<file path="config.mk">
export PLATFORM = sky130hd
export DESIGN_NAME = completion_packetizer
export DESIGN_NICKNAME = d
export VERILOG_FILES = /design/src/rtl/cpk_pkg.sv /design/src/rtl/cpk_beat_acct.sv /design/src/rtl/cpk_cut_ctrl.sv /design/src/rtl/cpk_desc_fifo.sv /design/src/rtl/completion_packetizer.sv
export SDC_FILE = /design/constraint.sdc
export NUM_CORES = 1
export LEC_CHECK = 0
export BUFFER_PORTS_ARGS = -buffer_cell sky130_fd_sc_hd__buf_4
export CAP_MARGIN = 25
export CORE_ASPECT_RATIO = 0.9
export CORE_MARGIN = 2
export CORE_UTILIZATION = 39
export CTS_BUF_LIST = sky130_fd_sc_hd__clkbuf_8 sky130_fd_sc_hd__clkbuf_16
export CTS_CLUSTER_DIAMETER = 200
export DETAILED_ROUTE_END_ITERATION = 6
export SLEW_MARGIN = 20
export SYNTH_ARGS = -nofsm -noshare
export SYNTH_HDL_FRONTEND = slang
export SYNTH_HIERARCHICAL = 1
export SYNTH_SLANG_ARGS = --single-unit
export TNS_END_PERCENT = 30
</file>
<file path="constraint.sdc">
create_clock -name clk -period 10.6 [get_ports clk]
set_input_delay 3.18 -clock clk [delete_from_list [all_inputs] [get_ports clk]]
set_output_delay 3.18 -clock clk [all_outputs]
set_load 0.01 [all_outputs]
</file>
<file path="src/rtl/cpk_pkg.sv">
package cpk_pkg;

  localparam int unsigned BEAT_BYTES = 8;
  localparam int unsigned BEAT_W     = BEAT_BYTES * 8;

  typedef enum logic [1:0] {
    MPS_128 = 2'b00,
    MPS_256 = 2'b01,
    MPS_512 = 2'b10,
    MPS_ALT = 2'b11
  } mps_sel_e;

  // log2 of the payload size picked by the selector and override
  function automatic logic [3:0] cpk_size_lg(input logic [1:0] mps, input logic frc);
    logic [3:0] lg;
    if (frc) begin
      lg = 4'd7;
    end else begin
      case (mps_sel_e'(mps))
        MPS_256: lg = 4'd8;
        MPS_512: lg = 4'd9;
        default: lg = 4'd7;
      endcase
    end
    return lg;
  endfunction

endpackage

</file>
<file path="src/rtl/cpk_beat_acct.sv">
module cpk_beat_acct
  import cpk_pkg::*;
#(
  parameter int ADDR_W = 32,
  parameter int LEN_W  = 13
) (
  input  logic [ADDR_W-1:0] cur_addr,
  input  logic [LEN_W-1:0]  remain,
  input  logic [3:0]        size_lg,
  output logic [3:0]        beat_bytes,
  output logic [ADDR_W-1:0] next_addr,
  output logic [LEN_W-1:0]  next_remain,
  output logic              close
);

  localparam int OFF_W = $clog2(BEAT_BYTES);

  logic [3:0]        room;
  logic [ADDR_W-1:0] size_mask;
  logic              at_boundary;

  always_comb begin
    room = 4'(BEAT_BYTES) - 4'(cur_addr[OFF_W-1:0]);
    if (remain < LEN_W'(room)) begin
      beat_bytes = remain[3:0];
    end else begin
      beat_bytes = room;
    end
    next_addr   = cur_addr + ADDR_W'(beat_bytes);
    next_remain = remain - LEN_W'(beat_bytes);
    size_mask   = (ADDR_W'(1) << size_lg) - ADDR_W'(1);
    at_boundary = (next_addr & size_mask) == '0;
    close       = at_boundary || (next_remain == '0);
  end

endmodule

</file>
<file path="src/rtl/cpk_cut_ctrl.sv">
module cpk_cut_ctrl
  import cpk_pkg::*;
#(
  parameter int ADDR_W = 32,
  parameter int LEN_W  = 13
) (
  input  logic              clk,
  input  logic              rst,
  input  logic              req_valid,
  output logic              req_ready,
  input  logic [ADDR_W-1:0] req_addr,
  input  logic [LEN_W-1:0]  req_len,
  input  logic [1:0]        cfg_mps,
  input  logic              cfg_force128,
  input  logic              beat_fire,
  output logic              busy,
  output logic              close_now,
  output logic              push,
  output logic [ADDR_W-1:0] push_addr,
  output logic [LEN_W-1:0]  push_len,
  output logic [LEN_W-1:0]  push_remain
);

  logic [ADDR_W-1:0] cur_addr;
  logic [LEN_W-1:0]  remain;
  logic [ADDR_W-1:0] pkt_start;
  logic [LEN_W-1:0]  pkt_bytes;
  logic [3:0]        size_lg;

  logic [3:0]        nb;
  logic [ADDR_W-1:0] nxt_addr;
  logic [LEN_W-1:0]  nxt_rem;
  logic              cut;

  cpk_beat_acct #(.ADDR_W(ADDR_W), .LEN_W(LEN_W)) acct_i (
    .cur_addr   (cur_addr),
    .remain     (remain),
    .size_lg    (size_lg),
    .beat_bytes (nb),
    .next_addr  (nxt_addr),
    .next_remain(nxt_rem),
    .close      (cut)
  );

  assign req_ready   = !busy;
  assign close_now   = cut;
  assign push        = beat_fire && cut;
  assign push_addr   = pkt_start;
  assign push_len    = pkt_bytes + LEN_W'(nb);
  assign push_remain = nxt_rem;

  always_ff @(posedge clk) begin
    if (rst) begin
      busy      <= 1'b0;
      cur_addr  <= '0;
      remain    <= '0;
      pkt_start <= '0;
      pkt_bytes <= '0;
      size_lg   <= 4'd7;
    end else if (!busy) begin
      if (req_valid) begin
        busy      <= 1'b1;
        cur_addr  <= req_addr;
        remain    <= req_len;
        pkt_start <= req_addr;
        pkt_bytes <= '0;
        size_lg   <= cpk_size_lg(cfg_mps, cfg_force128);
      end
    end else if (beat_fire) begin
      cur_addr <= nxt_addr;
      remain   <= nxt_rem;
      if (cut) begin
        pkt_start <= nxt_addr;
        pkt_bytes <= '0;
      end else begin
        pkt_bytes <= pkt_bytes + LEN_W'(nb);
      end
      if (nxt_rem == '0) begin
        busy <= 1'b0;
      end
    end
  end

  logic [LEN_W:0] size_bytes;
  assign size_bytes = (LEN_W+1)'(1) << size_lg;

  AST_PKT_WITHIN_SIZE: assert property (@(posedge clk) disable iff (rst)
    push |-> ({1'b0, push_len} <= size_bytes));

  AST_PKT_NOT_EMPTY: assert property (@(posedge clk) disable iff (rst)
    push |-> (push_len != '0));

  AST_REQ_LEN_NONZERO: assert property (@(posedge clk) disable iff (rst)
    (req_valid && req_ready) |-> (req_len != '0));

  AST_SIZE_HELD: assert property (@(posedge clk) disable iff (rst)
    (busy && $past(busy)) |-> $stable(size_lg));

  AST_REMAIN_FALLS: assert property (@(posedge clk) disable iff (rst)
    (beat_fire && busy) |=> (remain < $past(remain)));

endmodule

</file>
<file path="src/rtl/cpk_desc_fifo.sv">
module cpk_desc_fifo #(
  parameter int W     = 58,
  parameter int DEPTH = 4
) (
  input  logic         clk,
  input  logic         rst,
  input  logic         push,
  input  logic [W-1:0] din,
  input  logic         pop,
  output logic [W-1:0] dout,
  output logic         not_empty,
  output logic         full
);

  localparam int AW = (DEPTH > 1) ? $clog2(DEPTH) : 1;
  localparam int CW = $clog2(DEPTH + 1);

  logic [W-1:0]  mem [DEPTH];
  logic [AW-1:0] wr_ptr;
  logic [AW-1:0] rd_ptr;
  logic [CW-1:0] count;
  logic          do_pop;

  assign not_empty = count != '0;
  assign full      = count == CW'(DEPTH);
  assign do_pop    = pop && not_empty;
  assign dout      = mem[rd_ptr];

  always_ff @(posedge clk) begin
    if (push) begin
      mem[wr_ptr] <= din;
    end
  end

  always_ff @(posedge clk) begin
    if (rst) begin
      wr_ptr <= '0;
      rd_ptr <= '0;
      count  <= '0;
    end else begin
      if (push) begin
        wr_ptr <= (wr_ptr == AW'(DEPTH - 1)) ? '0 : wr_ptr + AW'(1);
      end
      if (do_pop) begin
        rd_ptr <= (rd_ptr == AW'(DEPTH - 1)) ? '0 : rd_ptr + AW'(1);
      end
      case ({push, do_pop})
        2'b10:   count <= count + CW'(1);
        2'b01:   count <= count - CW'(1);
        default: count <= count;
      endcase
    end
  end

  AST_NO_OVERFLOW: assert property (@(posedge clk) disable iff (rst)
    push |-> (count < CW'(DEPTH)));

endmodule

</file>
<file path="src/rtl/completion_packetizer.sv">
module completion_packetizer
  import cpk_pkg::*;
#(
  parameter int ADDR_W   = 32,
  parameter int LEN_W    = 13,
  parameter int CQ_DEPTH = 4
) (
  input  logic              clk,
  input  logic              rst,
  input  logic              req_valid,
  output logic              req_ready,
  input  logic [ADDR_W-1:0] req_addr,
  input  logic [LEN_W-1:0]  req_len,
  input  logic [1:0]        cfg_mps,
  input  logic              cfg_force128,
  input  logic              in_valid,
  output logic              in_ready,
  input  logic [63:0]       in_data,
  output logic              dout_valid,
  output logic [63:0]       dout_data,
  output logic              dout_eop,
  output logic              cq_valid,
  input  logic              cq_ready,
  output logic [ADDR_W-1:0] cq_addr,
  output logic [LEN_W-1:0]  cq_len,
  output logic [LEN_W-1:0]  cq_remain,
  output logic              pkt_done
);

  localparam int DESC_W = ADDR_W + 2 * LEN_W;

  logic              busy;
  logic              close_now;
  logic              push;
  logic              beat_fire;
  logic              q_full;
  logic [ADDR_W-1:0] push_addr;
  logic [LEN_W-1:0]  push_len;
  logic [LEN_W-1:0]  push_remain;
  logic [DESC_W-1:0] q_head;

  assign in_ready  = busy && !q_full;
  assign beat_fire = in_valid && in_ready;

  cpk_cut_ctrl #(.ADDR_W(ADDR_W), .LEN_W(LEN_W)) cut_i (
    .clk         (clk),
    .rst         (rst),
    .req_valid   (req_valid),
    .req_ready   (req_ready),
    .req_addr    (req_addr),
    .req_len     (req_len),
    .cfg_mps     (cfg_mps),
    .cfg_force128(cfg_force128),
    .beat_fire   (beat_fire),
    .busy        (busy),
    .close_now   (close_now),
    .push        (push),
    .push_addr   (push_addr),
    .push_len    (push_len),
    .push_remain (push_remain)
  );

  cpk_desc_fifo #(.W(DESC_W), .DEPTH(CQ_DEPTH)) cq_i (
    .clk      (clk),
    .rst      (rst),
    .push     (push),
    .din      ({push_addr, push_len, push_remain}),
    .pop      (cq_ready),
    .dout     (q_head),
    .not_empty(cq_valid),
    .full     (q_full)
  );

  assign {cq_addr, cq_len, cq_remain} = q_head;

  always_ff @(posedge clk) begin
    if (rst) begin
      dout_valid <= 1'b0;
      dout_data  <= '0;
      dout_eop   <= 1'b0;
      pkt_done   <= 1'b0;
    end else begin
      dout_valid <= beat_fire;
      dout_data  <= in_data;
      dout_eop   <= beat_fire && close_now;
      pkt_done   <= push;
    end
  end

  AST_NO_BEAT_WHEN_IDLE: assert property (@(posedge clk) disable iff (rst)
    in_ready |-> !req_ready);

  AST_EOP_ON_BEAT: assert property (@(posedge clk) disable iff (rst)
    dout_eop |-> dout_valid);

  AST_DONE_MATCHES_EOP: assert property (@(posedge clk) disable iff (rst)
    pkt_done |-> dout_eop);

endmodule

</file>
== Yosys cells after proc, flatten, opt, wreduce, memory -nomap -nowiden ==
Memory sizes are Yosys's and may differ from the RTL's. A register that Yosys moved wholly into a read port is not among the register bits.
Cells that the tools add are included.

* Flip-flop bits (word level): 168
* RAM bits: 232
* Input port bits: 117
* Output and inout bits: 128
* Memories kept: 1

* $add $sub $neg: 9
* Magnitude comparators: 1
* Equality and inequality tests: 9
* Shift operators: 1
* Multiplexer cells: 27
* Bitwise logic cells: 2
* Reductions and logical operators: 15

{| class="wikitable"
|+ Memory list
! memory !! depth !! bits a word !! read ports !! clocked after Yosys merged registers in !! write ports !! line !! text
|-
| cq_i.mem || 4 || 58 || 1 || 1 || 1 || cpk_desc_fifo.sv:18 || <nowiki>logic [W-1:0] mem [DEPTH];</nowiki>
|}

{| class="wikitable"
|+ Operators with widths
! cell !! count
|-
| 32-bit 2-to-1 mux || 6
|-
| 13-bit 2-to-1 mux || 7
|-
| 32-bit by 4-bit adder with 32-bit output || 1
|-
| 32-bit bitwise AND || 1
|-
| 32-bit logical NOT || 1
|-
| 1-bit by 4-bit << shifter with 32-bit output, first input constant || 1
|-
| 32-bit by 2-bit subtractor with 32-bit output, second input constant || 1
|-
| 13-bit by 4-bit adder with 13-bit output || 1
|-
| 13-bit logical NOT || 1
|-
| 13-bit by 4-bit less-than comparator with 1-bit output || 1
|-
| 13-bit by 4-bit subtractor with 13-bit output || 1
|-
| 2-bit equality test, second input constant || 4
|-
| 2-bit 2-to-1 mux || 4
|-
| 4-bit 2-to-1 mux || 2
|-
| 4-bit one-hot mux with 2 select lines || 1
|-
| 1-bit 2-to-1 mux || 6
|-
| 3-bit one-hot mux with 2 select lines || 1
|-
| 2-bit by 1-bit adder with 2-bit output, second input constant || 2
|-
| 2-bit by 1-bit equality test with 1-bit output, second input constant || 2
|-
| 1-bit logical AND || 4
|-
| 2-bit AND reduction || 2
|-
| 2-bit nonzero test || 2
|-
| 4-bit by 3-bit subtractor with 4-bit output, first input constant || 1
|-
| 3-bit by 1-bit adder with 3-bit output, second input constant || 1
|-
| 9 further kinds || 10
|}

== Depth between registers and ports, before layout ==
Gate-level depths: netlist of the first run.

* Depth after elaboration: 10
* Depth in mapped cells: 30

== By module ==
The synthesis of the first run kept the hierarchy.

{| class="wikitable"
|+ Modules (own cells, without submodules)
! module !! times used !! cells an instance !! area each (um^2) !! sequential area each (um^2)
|-
| cpk_desc_fifo || 1 || 352 || 8,848.5 || 7,146.9
|-
| cpk_cut_ctrl || 1 || 414 || 4,053.9 || 1,881.8
|-
| completion_packetizer || 1 || 143 || 1,814.2 || 1,341.3
|-
| cpk_beat_acct || 1 || 244 || 1,675.4 || 0.0
|}

== Worst setup path after synthesis of the first run ==
No wires, ideal clock.

* Path type: reg-to-reg
* Start point: register cut_i.cur_addr[1]
* End point: memory cq_i.mem[0][0], enable pin
* Arrival: 6,025 ps
* Required time: 10,178 ps
* Setup slack: 4,154 ps
* Stages on the path, launching flop included: 24
* Buffers on the path: 0
* Cells stage by stage: dfxtp_1 inv_1 ha_1 inv_1 ha_1 o21ai_0 nand2b_1 maj3_1 a21oi_1 nand2_1 o21ai_0 ha_1 inv_1 fa_1 nor2b_1 o21ai_2 nor4_1 xor2_1 a21boi_0 or4_4 nor4_2 a31o_1 and2_1 and2_1

* Cells in the longest elaborated chain, start to end: 10
* Elaborated cells on any way between the ends: 12
* Those cells by class: add/sub: 3; order compare: 1; mux: 3; bitwise: 1; reduce/logical: 4

{| class="wikitable"
|+ Ends and longest elaborated chain
! what !! line !! text
|-
| from (decl) || cpk_cut_ctrl.sv:24 || <nowiki>logic [ADDR_W-1:0] cur_addr;</nowiki>
|-
| from (signal assigned) || cpk_cut_ctrl.sv:63 || <nowiki>cur_addr <= req_addr;</nowiki>
|-
| from (signal assigned) || cpk_cut_ctrl.sv:70 || <nowiki>cur_addr <= nxt_addr;</nowiki>
|-
| 4-bit by 3-bit subtractor with 4-bit output || cpk_beat_acct.sv:23 || <nowiki>room = 4'(BEAT_BYTES) - 4'(cur_addr[OFF_W-1:0]);</nowiki>
|-
| 13-bit by 4-bit less-than comparator with 1-bit output || cpk_beat_acct.sv:24 || <nowiki>if (remain < LEN_W'(room)) begin</nowiki>
|-
| 4-bit 2-to-1 mux || cpk_beat_acct.sv:24 ||
|-
| via cut_i.nb[0] || cpk_cut_ctrl.sv:30 || <nowiki>logic [3:0] nb;</nowiki>
|-
| 32-bit by 4-bit adder with 32-bit output || cpk_beat_acct.sv:29 || <nowiki>next_addr = cur_addr + ADDR_W'(beat_bytes);</nowiki>
|-
| via cut_i.nxt_addr[14] || cpk_cut_ctrl.sv:31 || <nowiki>logic [ADDR_W-1:0] nxt_addr;</nowiki>
|-
| 32-bit bitwise AND || cpk_beat_acct.sv:32 || <nowiki>at_boundary = (next_addr & size_mask) == '0;</nowiki>
|-
| 32-bit logical NOT || cpk_beat_acct.sv:32 ||
|-
| 1-bit logical OR || cpk_beat_acct.sv:33 || <nowiki>close = at_boundary || (next_remain == '0);</nowiki>
|-
| via close_now || completion_packetizer.sv:33 || <nowiki>logic close_now;</nowiki>
|-
| 1-bit logical AND || cpk_cut_ctrl.sv:47 || <nowiki>assign push = beat_fire && cut;</nowiki>
|-
| via push || completion_packetizer.sv:34 || <nowiki>logic push;</nowiki>
|-
| 1-bit 2-to-1 mux || cpk_desc_fifo.sv:30 || <nowiki>if (push) begin</nowiki>
|-
| 1-bit 2-to-1 mux (implied by the code) || cpk_desc_fifo.sv:31 || <nowiki>mem[wr_ptr] <= din;</nowiki>
|-
| to (decl) || cpk_desc_fifo.sv:18 ||
|}

The timed path passes the listed nets, and every way through them passes these cells.

== Final worst setup path of the first run ==
* Start point: register cut_i.cur_addr[0]
* End point: memory cq_i.mem[2][22], enable pin

* Cells in the longest elaborated chain, start to end: 10
* Elaborated cells on any way between the ends: 12
* Those cells by class: add/sub: 3; order compare: 1; mux: 3; bitwise: 1; reduce/logical: 4

{| class="wikitable"
|+ Ends and longest elaborated chain
! what !! line
|-
| 4-bit by 3-bit subtractor with 4-bit output * || cpk_beat_acct.sv:23
|-
| 13-bit by 4-bit less-than comparator with 1-bit output || cpk_beat_acct.sv:24
|-
| 4-bit 2-to-1 mux * || cpk_beat_acct.sv:24
|-
| via cut_i.nb[0] || cpk_cut_ctrl.sv:30
|-
| 32-bit by 4-bit adder with 32-bit output * || cpk_beat_acct.sv:29
|-
| via cut_i.nxt_addr[10] || cpk_cut_ctrl.sv:31
|-
| 32-bit bitwise AND * || cpk_beat_acct.sv:32
|-
| 32-bit logical NOT * || cpk_beat_acct.sv:32
|-
| 1-bit logical OR * || cpk_beat_acct.sv:33
|-
| via close_now || completion_packetizer.sv:33
|-
| 1-bit logical AND * || cpk_cut_ctrl.sv:47
|-
| via push || completion_packetizer.sv:34
|-
| 1-bit 2-to-1 mux * || cpk_desc_fifo.sv:30
|-
| 1-bit 2-to-1 mux (implied by the code) * || cpk_desc_fifo.sv:31
|}

The timed path passes the listed nets; every way through them passes the cells marked *.

==> report_table.html, run 1 <==
<table>
<tr><th>Metric</th><th>Value</th></tr>
<tr><th colspan="2">Final layout</th></tr>
<tr><td>Fraction of the core area covered by cells at the end of the flow</td><td>0.480</td></tr>
<tr><td>Top library cells by usage in the layout, fill and taps aside</td><td>buf_4, edfxtp_1, dfxtp_1</td></tr>
<tr><td>Diode count</td><td>0</td></tr>
<tr><td># nets final</td><td>1,535</td></tr>
<tr><td>P&amp;R area growth vs syn</td><td>22.0%</td></tr>
<tr><td>Most common cell after layout, fill and taps aside</td><td>buf_4</td></tr>
<tr><td>Fraction of layout instances using a drive strength above 1</td><td>0.283</td></tr>
<tr><th colspan="2">Routing</th></tr>
<tr><td>Routed WL</td><td>38,300 um</td></tr>
<tr><td>Remaining DRCs</td><td>0</td></tr>
<tr><td>Number of antenna-violating nets in the routed design</td><td>0</td></tr>
<tr><td>Detail-routed net length per standard cell</td><td>19.4 um</td></tr>
<tr><td>Number of iterations in the first detailed-routing pass</td><td>5</td></tr>
<tr><td>Number of vias after detailed routing</td><td>10,200</td></tr>
<tr><td>Vias per inst</td><td>5.19</td></tr>
<tr><td>Count of routing violations after the opening detailed-route iteration</td><td>597</td></tr>
<tr><th colspan="2">Synth</th></tr>
<tr><td>Post-synthesis async set-or-reset flop share</td><td>0</td></tr>
<tr><td>Number of distinct standard cells referenced by the synthesized netlist</td><td>84</td></tr>
<tr><td>Number of synthesis warnings</td><td>6</td></tr>
<tr><td>Prevailing post-synth register cell</td><td>edfxtp_1</td></tr>
<tr><td>Flops &amp; latches, synth</td><td>402</td></tr>
<tr><td>Per-instance average area after synthesis</td><td>14.2 sq um</td></tr>
<tr><td>Number of flops mapped to enable cells by yosys</td><td>232</td></tr>
<tr><td>Post-synthesis net count</td><td>1,299</td></tr>
<tr><td>Synthesized instance count</td><td>1,153</td></tr>
<tr><td>Share of synthesized area occupied by flip-flops and latches</td><td>0.633</td></tr>
<tr><td>Netlist area before placement</td><td>16,400 sq um</td></tr>
<tr><th colspan="2">Worst setup path</th></tr>
<tr><td>Crit path largest cell delay</td><td>0.85 ns</td></tr>
<tr><td>Worst path top cell family by delay</td><td>simple AND/OR/NAND/NOR gates</td></tr>
<tr><td>Startpoint-to-endpoint class of the critical path</td><td>reg2reg</td></tr>
<tr><td>Data required time at the worst endpoint</td><td>10.79 ns</td></tr>
<tr><td>Critical-path top delay cell</td><td>and2_2</td></tr>
<tr><td>Maximum fanout encountered on the critical timing path</td><td>32</td></tr>
<tr><td>Count of buffering cells on the critical path with inverters included</td><td>4</td></tr>
<tr><td>Sequence of cells on the critical path</td><td>inv_1 &gt; ha_1 &gt; inv_1 &gt; ha_1 &gt; o21ai_0 &gt; nand2b_1 &gt; maj3_1 &gt; a21oi_1 &gt; nand2_1 &gt; o21ai_0 &gt; ha_1 &gt; inv_1 &gt; fa_1 &gt; nor2b_1 &gt; o211a_1 &gt; nand2_1 &gt; xnor2_1 &gt; a32o_1 &gt; or4_4 &gt; nor4_2 &gt; a31o_1 &gt; and2_1 &gt; and2_2 &gt; buf_4</td></tr>
<tr><td>Crit. End Element</td><td>flop</td></tr>
<tr><td>Data arrival at the endpoint of the critical path</td><td>7.63 ns</td></tr>
<tr><td>Critical path launch point type</td><td>flop</td></tr>
<tr><th colspan="2">Floorplan</th></tr>
<tr><td>Overall die area</td><td>43,700 sq um</td></tr>
<tr><td>Site Rows</td><td>71</td></tr>
<tr><td>Die Wd</td><td>220 um</td></tr>
<tr><td>Initial Utilization</td><td>0.393</td></tr>
<tr><td>Vertical die dimension</td><td>198 um</td></tr>
<tr><td>I/O pin total</td><td>245</td></tr>
<tr><td>Floorplan Core Area</td><td>41,700 sq um</td></tr>
<tr><th colspan="2">Placed design</th></tr>
<tr><td>Port buffer count</td><td>244</td></tr>
<tr><td>Final estimated routing congestion in global placement</td><td>0.820</td></tr>
<tr><td>Sum of net half-perimeters after detailed placement</td><td>25,500 um</td></tr>
<tr><td>Post-place setup slack</td><td>3.26 ns</td></tr>
<tr><th colspan="2">Clocking</th></tr>
<tr><td>CTS sink cnt</td><td>402</td></tr>
<tr><td>Clock slew seen by the registers of the worst setup and hold paths</td><td>0.07 ns</td></tr>
<tr><td>Number of CTS-inserted buffers</td><td>43</td></tr>
<tr><td>Post-cts resize count</td><td>0</td></tr>
<tr><td>Buffer count from post-CTS setup fixing</td><td>0</td></tr>
<tr><td>TritonCTS clock tree</td><td>yes</td></tr>
<tr><td>Cell at the root of the clock tree</td><td>clkbuf_16</td></tr>
<tr><td>Number of hold-repair buffers added at the cts stage</td><td>0</td></tr>
<tr><td>Clock latency of the later-clocked register in the worst-skew pair</td><td>0.56 ns</td></tr>
<tr><td>Number of levels in the clock H-tree</td><td>2</td></tr>
<tr><td>Clock tree buffer depth</td><td>3</td></tr>
<tr><th colspan="2">Timing</th></tr>
<tr><td>Worst Skew</td><td>0.0145 ns</td></tr>
<tr><td>Worst Hold Margin</td><td>0.477 ns</td></tr>
<tr><td>Unrepaired setup endpoints after global routing</td><td>false</td></tr>
<tr><td>Max Slew Vio Count</td><td>0</td></tr>
<tr><td>Min cycle time layout</td><td>7.44 ns</td></tr>
<tr><td>Number of failing setup endpoints in the final timing report</td><td>0</td></tr>
<tr><td>Fmax</td><td>134 MHz</td></tr>
<tr><td>Post-route worst setup slack</td><td>3.16 ns</td></tr>
<tr><td>Number of endpoints with negative hold slack in the final report</td><td>0</td></tr>
<tr><td>Setup TNS after final layout</td><td>0 ns</td></tr>
<tr><td>Final worst-path cycle share</td><td>0.702</td></tr>
<tr><td>Actual transition at the worst max-transition pin</td><td>0.967 ns</td></tr>
<tr><td>Worst rel slew slack</td><td>0.355</td></tr>
<tr><th colspan="2">Power and ir drop</th></tr>
<tr><td>Power per cell area</td><td>186 nW/um^2</td></tr>
<tr><td>Total chip power</td><td>3.72 mW</td></tr>
<tr><td>Reported leakage power</td><td>7.60 nW</td></tr>
<tr><td>Peak VDD IR</td><td>112 uV</td></tr>
<tr><th colspan="2">Global route</th></tr>
<tr><td>Gr ovfl total</td><td>0</td></tr>
<tr><td>Vias in the first global route</td><td>10,200</td></tr>
<tr><td>Largest net degree at the start of global routing</td><td>71</td></tr>
<tr><td>Wire length of the first global-routing pass</td><td>58,600 um</td></tr>
<tr><td>Global-route total usage across every layer</td><td>0.176</td></tr>
<tr><td>Number of antenna violations at the first check in global routing</td><td>1</td></tr>
<tr><th colspan="2">Run</th></tr>
<tr><td>Number of max-cap violations</td><td>0</td></tr>
<tr><th colspan="2">Status</th></tr>
<tr><td>Run status</td><td>finished clean</td></tr>
<tr><th colspan="2">Min path</th></tr>
<tr><td>Hold WC Path Type</td><td>reg2reg</td></tr>
</table>
-- registers in the layout, indices dropped and copies added (netlist names), named ones only --
register	flops
cq_i/count	3
cq_i/mem	232
cq_i/rd_ptr	2
cq_i/wr_ptr	2
cut_i/busy	1
cut_i/cur_addr	32
cut_i/pkt_bytes	13
cut_i/push_addr	32
cut_i/remain	13
cut_i/size_lg	3
dout_data	64
dout_eop	1
dout_valid	1
pkt_done	1
-- report_power, final --
part | internal (mW) | total, mW | switching (mW)
clock network | 0.886 | 1.49 | 0.602
registers | 1.75 | 1.81 | 0.0596
logic | 0.188 | 0.426 | 0.237
total | 2.82 | 3.72 | 0.899
-- worst reg2reg max path, stage by stage (launching register included) --
cell	delay (ns)
dfxtp_1	0.38
inv_1	0.09
ha_1	0.29
inv_1	0.08
ha_1	0.23
o21ai_0	0.08
nand2b_1	0.07
maj3_1	0.33
a21oi_1	0.44
nand2_1	0.09
o21ai_0	0.20
ha_1	0.25
inv_1	0.05
fa_1	0.40
nor2b_1	0.27
o211a_1	0.42
nand2_1	0.12
xnor2_1	0.16
a32o_1	0.21
or4_4	0.55
nor4_2	0.29
a31o_1	0.30
and2_1	0.32
and2_2	0.85
buf_4	0.54
-- final cells by class --
class	instances	area (sq um)
clock buffer	48	1170
clock inverter	31	249
inverter	29	111
sequential	402	10400
timing repair buffer	254	1910
fill	3643	21700
multi-input combinational	659	5500
tap	547	684
-- kinds of logic after synthesis --
family,share of synthesized area
AOI/OAI and AO/OA,0.0920
xor gates and xnor gates,0.0289
adders and majority gates,0.0246
buffers and inverters,0.0321
DFF,0.633
muxes,0.0917
and+or+nand+nor,0.0982
-- cell usage after synthesis (9+ instances only) --
master | count | share of area
inv_1 | 28 | 0.0064
o22a_1 | 30 | 0.016
nor3_1 | 11 | 0.0034
buf_2 | 31 | 0.0095
o22ai_1 | 32 | 0.012
o21ai_0 | 13 | 0.0040
ha_1 | 25 | 0.019
mux2i_1 | 17 | 0.010
xnor2_1 | 34 | 0.018
mux4_2 | 58 | 0.080
nor4_1 | 10 | 0.0038
nand4_1 | 12 | 0.0046
a211oi_1 | 18 | 0.0082
nor2b_1 | 70 | 0.027
o21a_1 | 30 | 0.014
and3_1 | 13 | 0.0050
a21oi_1 | 15 | 0.0046
nand2_1 | 36 | 0.0082
xor2_1 | 20 | 0.011
nand3_1 | 13 | 0.0040
and2_1 | 9 | 0.0034
nor2_1 | 84 | 0.019
edfxtp_1 | 232 | 0.43
clkbuf_1 | 9 | 0.0021
dfxtp_1 | 170 | 0.21
-- metal layers --
metal  global-route usage  wire (um)  vias to the layer above
li1                     -          -                     4831
met1                0.238      17100                     5029
met2                0.280      17900                      297
met3               0.0437       2370                       60
met4               0.0552        897                        2
met5                    0         16                        -
-- per-stage QoR --
stage | instances | area (sq um)
finish | 1970 | 20000
floorplan | 1153 | 16400
global route | 1970 | 20000
global placement | 1891 | 18600
detailed placement | 1891 | 18600
CTS | 1970 | 20000
-- path summary, 6_finish.rpt --
kind | from | cells after the start | to | slack [ns]
max | cut_i/cur_addr[0] | 24 | cq_i/mem[2][22] | 3.16
min | cut_i/pkt_bytes[0] | 2 | cut_i/pkt_bytes[0] | 0.48
max reg2reg | cut_i/cur_addr[0] | 24 | cq_i/mem[2][22] | 3.16
min reg2reg | cut_i/pkt_bytes[0] | 2 | cut_i/pkt_bytes[0] | 0.48
(Power assumes the default switching activity.)
==> inputs of run 2 (changes only) <==
Clock period 10.6 ns to 6.05 ns, I/O delays scaled along.
==> run 2 against run 1 <==
Compared with the run above: power rose by 73%; sequential power rose by 75%; die area did not move; worst setup slack got worse by 2.9 ns; combinational power rose by 88%; first-iteration DRC count fell by 14%; clock power rose by 66%; critical path depth rose by 4; clock skew rose by 0.0044 ns.
==> report_table.html, run 2 (synthesis results as in run 1) <==
<table>
<tr><th>Metric</th><th>Value</th></tr>
<tr><th colspan="2">Status</th></tr>
<tr><td>Run status</td><td>finished clean</td></tr>
<tr><th colspan="2">Worst setup path</th></tr>
<tr><td>Startpoint-to-endpoint class of the critical path</td><td>reg2reg</td></tr>
<tr><td>Data arrival at the endpoint of the critical path</td><td>6.22 ns</td></tr>
<tr><td>Maximum fanout encountered on the critical timing path</td><td>7</td></tr>
<tr><td>Count of buffering cells on the critical path with inverters included</td><td>5</td></tr>
<tr><td>Crit path largest cell delay</td><td>0.55 ns</td></tr>
<tr><td>Data required time at the worst endpoint</td><td>6.52 ns</td></tr>
<tr><td>Worst path top cell family by delay</td><td>compound AO/OA/AOI/OAI gates</td></tr>
<tr><td>Worst reg2reg setup slack</td><td>0.30 ns</td></tr>
<tr><td>Critical-path top delay cell</td><td>or4_4</td></tr>
<tr><td>Crit. End Element</td><td>flop</td></tr>
<tr><td>Critical path launch point type</td><td>flop</td></tr>
<tr><th colspan="2">Clocking</th></tr>
<tr><td>Number of CTS-inserted buffers</td><td>43</td></tr>
<tr><td>TritonCTS clock tree</td><td>yes</td></tr>
<tr><td>Clock slew seen by the registers of the worst setup and hold paths</td><td>0.06 ns</td></tr>
<tr><td>Number of levels in the clock H-tree</td><td>2</td></tr>
<tr><td>CTS sink cnt</td><td>402</td></tr>
<tr><td>Clock latency of the later-clocked register in the worst-skew pair</td><td>0.56 ns</td></tr>
<tr><td>Clock tree buffer depth</td><td>3</td></tr>
<tr><td>Cell at the root of the clock tree</td><td>clkbuf_16</td></tr>
<tr><td>Number of hold-repair buffers added at the cts stage</td><td>0</td></tr>
<tr><th colspan="2">Placed design</th></tr>
<tr><td>Placement Cell Area</td><td>18,700 sq um</td></tr>
<tr><td>Sum of net half-perimeters after detailed placement</td><td>25,800 um</td></tr>
<tr><td>Final estimated routing congestion in global placement</td><td>0.829</td></tr>
<tr><td>Port buffer count</td><td>244</td></tr>
<tr><th colspan="2">Floorplan</th></tr>
<tr><td>Initial Utilization</td><td>0.393</td></tr>
<tr><td>Overall die area</td><td>43,700 sq um</td></tr>
<tr><td>I/O pin total</td><td>245</td></tr>
<tr><td>Vertical die dimension</td><td>198 um</td></tr>
<tr><td>Die Wd</td><td>220 um</td></tr>
<tr><td>Floorplan Core Area</td><td>41,700 sq um</td></tr>
<tr><td>Site Rows</td><td>71</td></tr>
<tr><th colspan="2">Final layout</th></tr>
<tr><td>Footprint of the multi-input gates</td><td>5580 sq um</td></tr>
<tr><td>Fillcell total</td><td>3,695</td></tr>
<tr><td>Largest register FFs</td><td>232</td></tr>
<tr><td>Fraction of layout instances using a drive strength above 1</td><td>0.306</td></tr>
<tr><td>Post-route cell area</td><td>20,300 sq um</td></tr>
<tr><td>Seq. cell area</td><td>10,400 sq um</td></tr>
<tr><td>Top library cells by usage in the layout, fill and taps aside</td><td>buf_4, edfxtp_1, dfxtp_1</td></tr>
<tr><td>Regs by FF count</td><td>cq_i/mem x232, dout_data x64</td></tr>
<tr><td>Most common cell after layout, fill and taps aside</td><td>buf_4</td></tr>
<tr><td>Top reg by flops</td><td>cq_i/mem</td></tr>
<tr><td>Diode count</td><td>0</td></tr>
<tr><td>P&amp;R area growth vs syn</td><td>23.8%</td></tr>
<tr><td># nets final</td><td>1,561</td></tr>
<tr><th colspan="2">Global route</th></tr>
<tr><td>Number of antenna violations at the first check in global routing</td><td>0</td></tr>
<tr><td>Largest net degree at the start of global routing</td><td>72</td></tr>
<tr><td>Global-route total usage across every layer</td><td>0.178</td></tr>
<tr><td>Wire length of the first global-routing pass</td><td>59,000 um</td></tr>
<tr><td>Gr ovfl total</td><td>0</td></tr>
<tr><td>Vias in the first global route</td><td>10,400</td></tr>
<tr><th colspan="2">Power and ir drop</th></tr>
<tr><td>Reported leakage power</td><td>7.75 nW</td></tr>
<tr><td>Pint</td><td>4.87 mW</td></tr>
<tr><td>Share of total power in the clock network</td><td>0.385</td></tr>
<tr><td>Switching component of the power</td><td>1.58 mW</td></tr>
<tr><td>Share of total power in sequential cells</td><td>0.491</td></tr>
<tr><td>Power per cell area</td><td>318 nW/um^2</td></tr>
<tr><td>Peak VDD IR</td><td>200 uV</td></tr>
<tr><td>Switching share of power</td><td>0.245</td></tr>
<tr><td>Total chip power</td><td>6.45 mW</td></tr>
<tr><td>Logic pwr share</td><td>0.124</td></tr>
<tr><th colspan="2">Routing</th></tr>
<tr><td>Vias per inst</td><td>5.14</td></tr>
<tr><td>Routed WL</td><td>38,400 um</td></tr>
<tr><td>Count of routing violations after the opening detailed-route iteration</td><td>514</td></tr>
<tr><td>Detail-routed net length per standard cell</td><td>19.2 um</td></tr>
<tr><td>Number of iterations in the first detailed-routing pass</td><td>5</td></tr>
<tr><td>Number of antenna-violating nets in the routed design</td><td>0</td></tr>
<tr><td>Remaining DRCs</td><td>0</td></tr>
<tr><td>Number of vias after detailed routing</td><td>10,300</td></tr>
<tr><th colspan="2">Timing</th></tr>
<tr><td>Min cycle time layout</td><td>5.75 ns</td></tr>
<tr><td>Number of failing setup endpoints in the final timing report</td><td>0</td></tr>
<tr><td>Actual transition at the worst max-transition pin</td><td>0.908 ns</td></tr>
<tr><td>Worst rel slew slack</td><td>0.395</td></tr>
<tr><td>Fmax</td><td>174 MHz</td></tr>
<tr><td>Worst Hold Margin</td><td>0.463 ns</td></tr>
<tr><td>Max Slew Vio Count</td><td>0</td></tr>
<tr><td>Worst Skew</td><td>0.0189 ns</td></tr>
<tr><td>Final worst-path cycle share</td><td>0.950</td></tr>
<tr><td>Number of endpoints with negative hold slack in the final report</td><td>0</td></tr>
<tr><th colspan="2">Run</th></tr>
<tr><td>Number of max-cap violations</td><td>0</td></tr>
<tr><th colspan="2">Min path</th></tr>
<tr><td>Hold WC Path Type</td><td>reg2reg</td></tr>
</table>
run 2: power groups by stage:
stage               combinational [mW]  sequential (mW)  clock [mW]
floorplan                        0.483             3.20           0
global placement                 0.768             3.22           0
detailed placement               0.776             3.23           0
CTS                              0.780             3.17        2.56
global route                     0.883             3.18        2.67
finish                           0.802             3.17        2.48
run 2: metal layers:
metal	track usage	wire length, um	part of all wire
met1	0.233	16800	0.44
met2	0.275	17500	0.45
met3	0.0540	2910	0.076
met4	0.0726	1230	0.032
met5	0	0	0
run 2: final cells by class:
| cell class | instances | share of cell area |
|---|---|---|
| tap | 547 | 0.0337 |
| timing repair buffer | 280 | 0.108 |
| multi-input combinational | 659 | 0.275 |
| clock inverter | 30 | 0.00832 |
| inverter | 29 | 0.00549 |
| sequential | 402 | 0.511 |
| clock buffer | 49 | 0.0582 |
run 2: tightest hold or removal path, delay by kind of cell (launching register included):
kind | cells | cell delay [ns]
DFF | 1 | 0.31
and+or+nand+nor | 1 | 0.05
AOI/OAI and AO/OA | 1 | 0.05
run 2: path summary, 6_finish.rpt:
path	start	endpoint	depth (start not counted)
max	cut_i/cur_addr[0]	cq_i/count[2]	28
min	cut_i/pkt_bytes[0]	cut_i/pkt_bytes[0]	2
max reg2reg	cut_i/cur_addr[0]	cq_i/count[2]	28
min reg2reg	cut_i/pkt_bytes[0]	cut_i/pkt_bytes[0]	2
run 2: timing repair:
action                     4_1_cts  5_1_grt
pin swaps                        0        6
resized for setup                2       18
buffers inserted                 0        9
setup endpoints to repair       52      269
run 2: metrics by stage:
step                utilization  worst slack [ns]  instances  TNS, ns
floorplan                     -            -0.396       1153   -45.96
global placement          0.450             0.147       1907        0
detailed placement        0.450           -0.0722       1907   -0.172
CTS                       0.483           0.00326       1986        0
global route              0.487           -0.0105       1996  -0.0105
finish                    0.487             0.304       1996        0
==> inputs of run 3 (changes only) <==
Settings changed: REMOVE_ABC_BUFFERS set to 1.
==> run 3 against run 2 <==
Compared with the run above: clock skew rose by 0.0036 ns; first-iteration DRC count rose by 15%; sequential cell count did not move; die area did not move; critical endpoint unchanged; critical path type unchanged; via count rose by 0.77%; routed wire length rose by 0.31%; non-clock buffer count rose by 3.
==> report_table.html, run 3 (synthesis results as in run 1) <==
<table>
<tr><th>Metric</th><th>Value</th></tr>
<tr><th colspan="2">Placed design</th></tr>
<tr><td>Sum of net half-perimeters after detailed placement</td><td>25,500 um</td></tr>
<tr><td>Port buffer count</td><td>244</td></tr>
<tr><td>Placement Cell Area</td><td>18,900 sq um</td></tr>
<tr><td>Final estimated routing congestion in global placement</td><td>0.825</td></tr>
<tr><td>Number of cells after detailed placement</td><td>1,913</td></tr>
<tr><th colspan="2">Global route</th></tr>
<tr><td>Largest net degree at the start of global routing</td><td>66</td></tr>
<tr><td>Wire length of the first global-routing pass</td><td>57,900 um</td></tr>
<tr><td>Gr ovfl total</td><td>0</td></tr>
<tr><td>Global-route total usage across every layer</td><td>0.174</td></tr>
<tr><td>Number of antenna violations at the first check in global routing</td><td>0</td></tr>
<tr><td>Vias in the first global route</td><td>10,100</td></tr>
<tr><th colspan="2">Timing</th></tr>
<tr><td>Final worst-path cycle share</td><td>0.955</td></tr>
<tr><td>Fmax</td><td>173 MHz</td></tr>
<tr><td>Worst Skew</td><td>0.0224 ns</td></tr>
<tr><td>Max Slew Vio Count</td><td>0</td></tr>
<tr><td>Actual transition at the worst max-transition pin</td><td>0.869 ns</td></tr>
<tr><td>Min cycle time layout</td><td>5.78 ns</td></tr>
<tr><td>Worst rel slew slack</td><td>0.421</td></tr>
<tr><td>Number of failing setup endpoints in the final timing report</td><td>0</td></tr>
<tr><td>Worst Hold Margin</td><td>0.477 ns</td></tr>
<tr><td>Number of endpoints with negative hold slack in the final report</td><td>0</td></tr>
<tr><th colspan="2">Final layout</th></tr>
<tr><td>Diode count</td><td>0</td></tr>
<tr><td>Number of standard cells in the final layout excluding fillers</td><td>1,999</td></tr>
<tr><td>Top library cells by usage in the layout, fill and taps aside</td><td>buf_4, edfxtp_1, dfxtp_1</td></tr>
<tr><td># nets final</td><td>1,564</td></tr>
<tr><td>Top reg by flops</td><td>cq_i/mem</td></tr>
<tr><td>Largest register FFs</td><td>232</td></tr>
<tr><td>Most common cell after layout, fill and taps aside</td><td>buf_4</td></tr>
<tr><td>Fillcell total</td><td>3,632</td></tr>
<tr><td>Post-route cell area</td><td>20,400 sq um</td></tr>
<tr><td>P&amp;R area growth vs syn</td><td>24.4%</td></tr>
<tr><td>Regs by FF count</td><td>cq_i/mem x232, dout_data x64</td></tr>
<tr><td>Fraction of layout instances using a drive strength above 1</td><td>0.315</td></tr>
<tr><th colspan="2">Clocking</th></tr>
<tr><td>Clock tree buffer depth</td><td>3</td></tr>
<tr><td>Cell at the root of the clock tree</td><td>clkbuf_16</td></tr>
<tr><td>Number of hold-repair buffers added at the cts stage</td><td>0</td></tr>
<tr><td>TritonCTS clock tree</td><td>yes</td></tr>
<tr><td>Number of CTS-inserted buffers</td><td>43</td></tr>
<tr><td>CTS sink cnt</td><td>402</td></tr>
<tr><td>Clock slew seen by the registers of the worst setup and hold paths</td><td>0.06 ns</td></tr>
<tr><td>Number of levels in the clock H-tree</td><td>2</td></tr>
<tr><td>Clock latency of the later-clocked register in the worst-skew pair</td><td>0.57 ns</td></tr>
<tr><th colspan="2">Floorplan</th></tr>
<tr><td>Overall die area</td><td>43,700 sq um</td></tr>
<tr><td>Vertical die dimension</td><td>198 um</td></tr>
<tr><td>Initial Utilization</td><td>0.393</td></tr>
<tr><td>I/O pin total</td><td>245</td></tr>
<tr><td>Floorplan Core Area</td><td>41,700 sq um</td></tr>
<tr><td>Die Wd</td><td>220 um</td></tr>
<tr><td>Site Rows</td><td>71</td></tr>
<tr><th colspan="2">Routing</th></tr>
<tr><td>Number of antenna-violating nets in the routed design</td><td>0</td></tr>
<tr><td>Vias per inst</td><td>5.17</td></tr>
<tr><td>Remaining DRCs</td><td>0</td></tr>
<tr><td>Routed WL</td><td>38,500 um</td></tr>
<tr><td>Count of routing violations after the opening detailed-route iteration</td><td>592</td></tr>
<tr><td>Number of vias after detailed routing</td><td>10,300</td></tr>
<tr><td>Number of iterations in the first detailed-routing pass</td><td>7</td></tr>
<tr><td>Detail-routed net length per standard cell</td><td>19.3 um</td></tr>
<tr><th colspan="2">Power and ir drop</th></tr>
<tr><td>Pint</td><td>4.89 mW</td></tr>
<tr><td>Logic pwr share</td><td>0.127</td></tr>
<tr><td>Share of total power in the clock network</td><td>0.386</td></tr>
<tr><td>Switching component of the power</td><td>1.61 mW</td></tr>
<tr><td>Reported leakage power</td><td>7.77 nW</td></tr>
<tr><td>Peak VDD IR</td><td>217 uV</td></tr>
<tr><td>Power per cell area</td><td>319 nW/um^2</td></tr>
<tr><td>Share of total power in sequential cells</td><td>0.487</td></tr>
<tr><td>Switching share of power</td><td>0.247</td></tr>
<tr><th colspan="2">Worst setup path</th></tr>
<tr><td>Count of buffering cells on the critical path with inverters included</td><td>7</td></tr>
<tr><td>Worst path top cell family by delay</td><td>adder cells</td></tr>
<tr><td>CP most frequent cell</td><td>inv_1</td></tr>
<tr><td>Startpoint-to-endpoint class of the critical path</td><td>reg2reg</td></tr>
<tr><td>Data required time at the worst endpoint</td><td>6.54 ns</td></tr>
<tr><td>Data arrival at the endpoint of the critical path</td><td>6.27 ns</td></tr>
<tr><td>Critical-path top delay cell</td><td>fa_2</td></tr>
<tr><td>Maximum fanout encountered on the critical timing path</td><td>8</td></tr>
<tr><td>Crit. End Element</td><td>flop</td></tr>
<tr><td>Critical path launch point type</td><td>flop</td></tr>
<tr><td>Crit path largest cell delay</td><td>0.43 ns</td></tr>
<tr><th colspan="2">Min path</th></tr>
<tr><td>Hold WC Path Type</td><td>reg2reg</td></tr>
<tr><th colspan="2">Run</th></tr>
<tr><td>Number of max-cap violations</td><td>0</td></tr>
<tr><th colspan="2">Status</th></tr>
<tr><td>Run status</td><td>finished clean</td></tr>
</table>
==> run 3: cell count changes in the layout (fill, tap and decap cells not counted), sizes merged <==
cell    before  now
clkbuf      49   46
buf        280  283
inv         47   39
bufinv       1    2
clkinv      10   20
==> run 3: area by class of cell <==
cell class                      count  area, sq um  share of cell area
Clock buffer                       46         1140              0.0559
Clock inverter                     33          213              0.0104
Inverter                           29          111             0.00546
Multi-Input combinational cell    659         5610               0.275
Sequential cell                   402        10400               0.509
Tap cell                          547          684              0.0336
Timing Repair Buffer              283         2250               0.111
==> run 3: power by group through the flow <==
stage          clock network, mW  logic [mW]  registers (mW)
3_5_place_dp                   0       0.792            3.23
2_1_floorplan                  0       0.437            3.21
5_1_grt                     2.70       0.898            3.18
3_3_place_gp                   0       0.780            3.22
6_report                    2.51       0.823            3.17
4_1_cts                     2.58       0.796            3.17
==> run 3: layer usage <==
layer / share of wire / track usage / wire (um) / vias up
met1: 0.46 / 0.241 / 17800 / 5142
met5: 0 / 0 / 0 / -
li1: - / - / - / 4887
met3: 0.055 / 0.0420 / 2120 / 42
met2: 0.47 / 0.276 / 18000 / 258
met4: 0.015 / 0.0425 / 564 / 0
==> run 3: through the flow <==
step                setup TNS [ns]   util  total power, mW  worst slack (ns)
floorplan                  -124.45      -             3.65            -0.536
global placement                 0  0.453             4.00             0.176
detailed placement               0  0.453             4.02         0.0000737
CTS                              0  0.485             6.54            0.0656
global route               -0.0483  0.489             6.78           -0.0483
finish                           0  0.489             6.50             0.270
==> run 3: worst paths after layout <==
kind	startpoint	end	slack (ns)	cells past startpoint
hold reg to reg	cut_i/pkt_bytes[0]	cut_i/pkt_bytes[0]	0.48	2
setup reg to reg	cut_i/cur_addr[1]	cq_i/count[2]	0.27	31
hold / removal	cut_i/pkt_bytes[0]	cut_i/pkt_bytes[0]	0.48	2
setup / recovery	cut_i/cur_addr[1]	cq_i/count[2]	0.27	31
==> run 3: worst reg2reg max path, delay by kind of cell, from the launching register on <==
| kind | cells | cell delay, ns |
|---|---|---|
| AOI/OAI and AO/OA | 8 | 1.34 |
| xor gates and xnor gates | 1 | 0.15 |
| adders and majority gates | 7 | 2.03 |
| buffers and inverters | 7 | 0.61 |
| DFF | 1 | 0.35 |
| muxes | 1 | 0.19 |
| and+or+nand+nor | 7 | 1.03 |
==> run 3: timing repair <==
| item | 4_1_cts | 5_1_grt |
|---|---|---|
| endpoints found under the hold margin | 0 | 0 |
| setup endpoints to repair | 1 | 228 |
| resized for setup | 1 | 28 |
| pin swaps | 0 | 10 |
| buffers inserted | 0 | 6 |
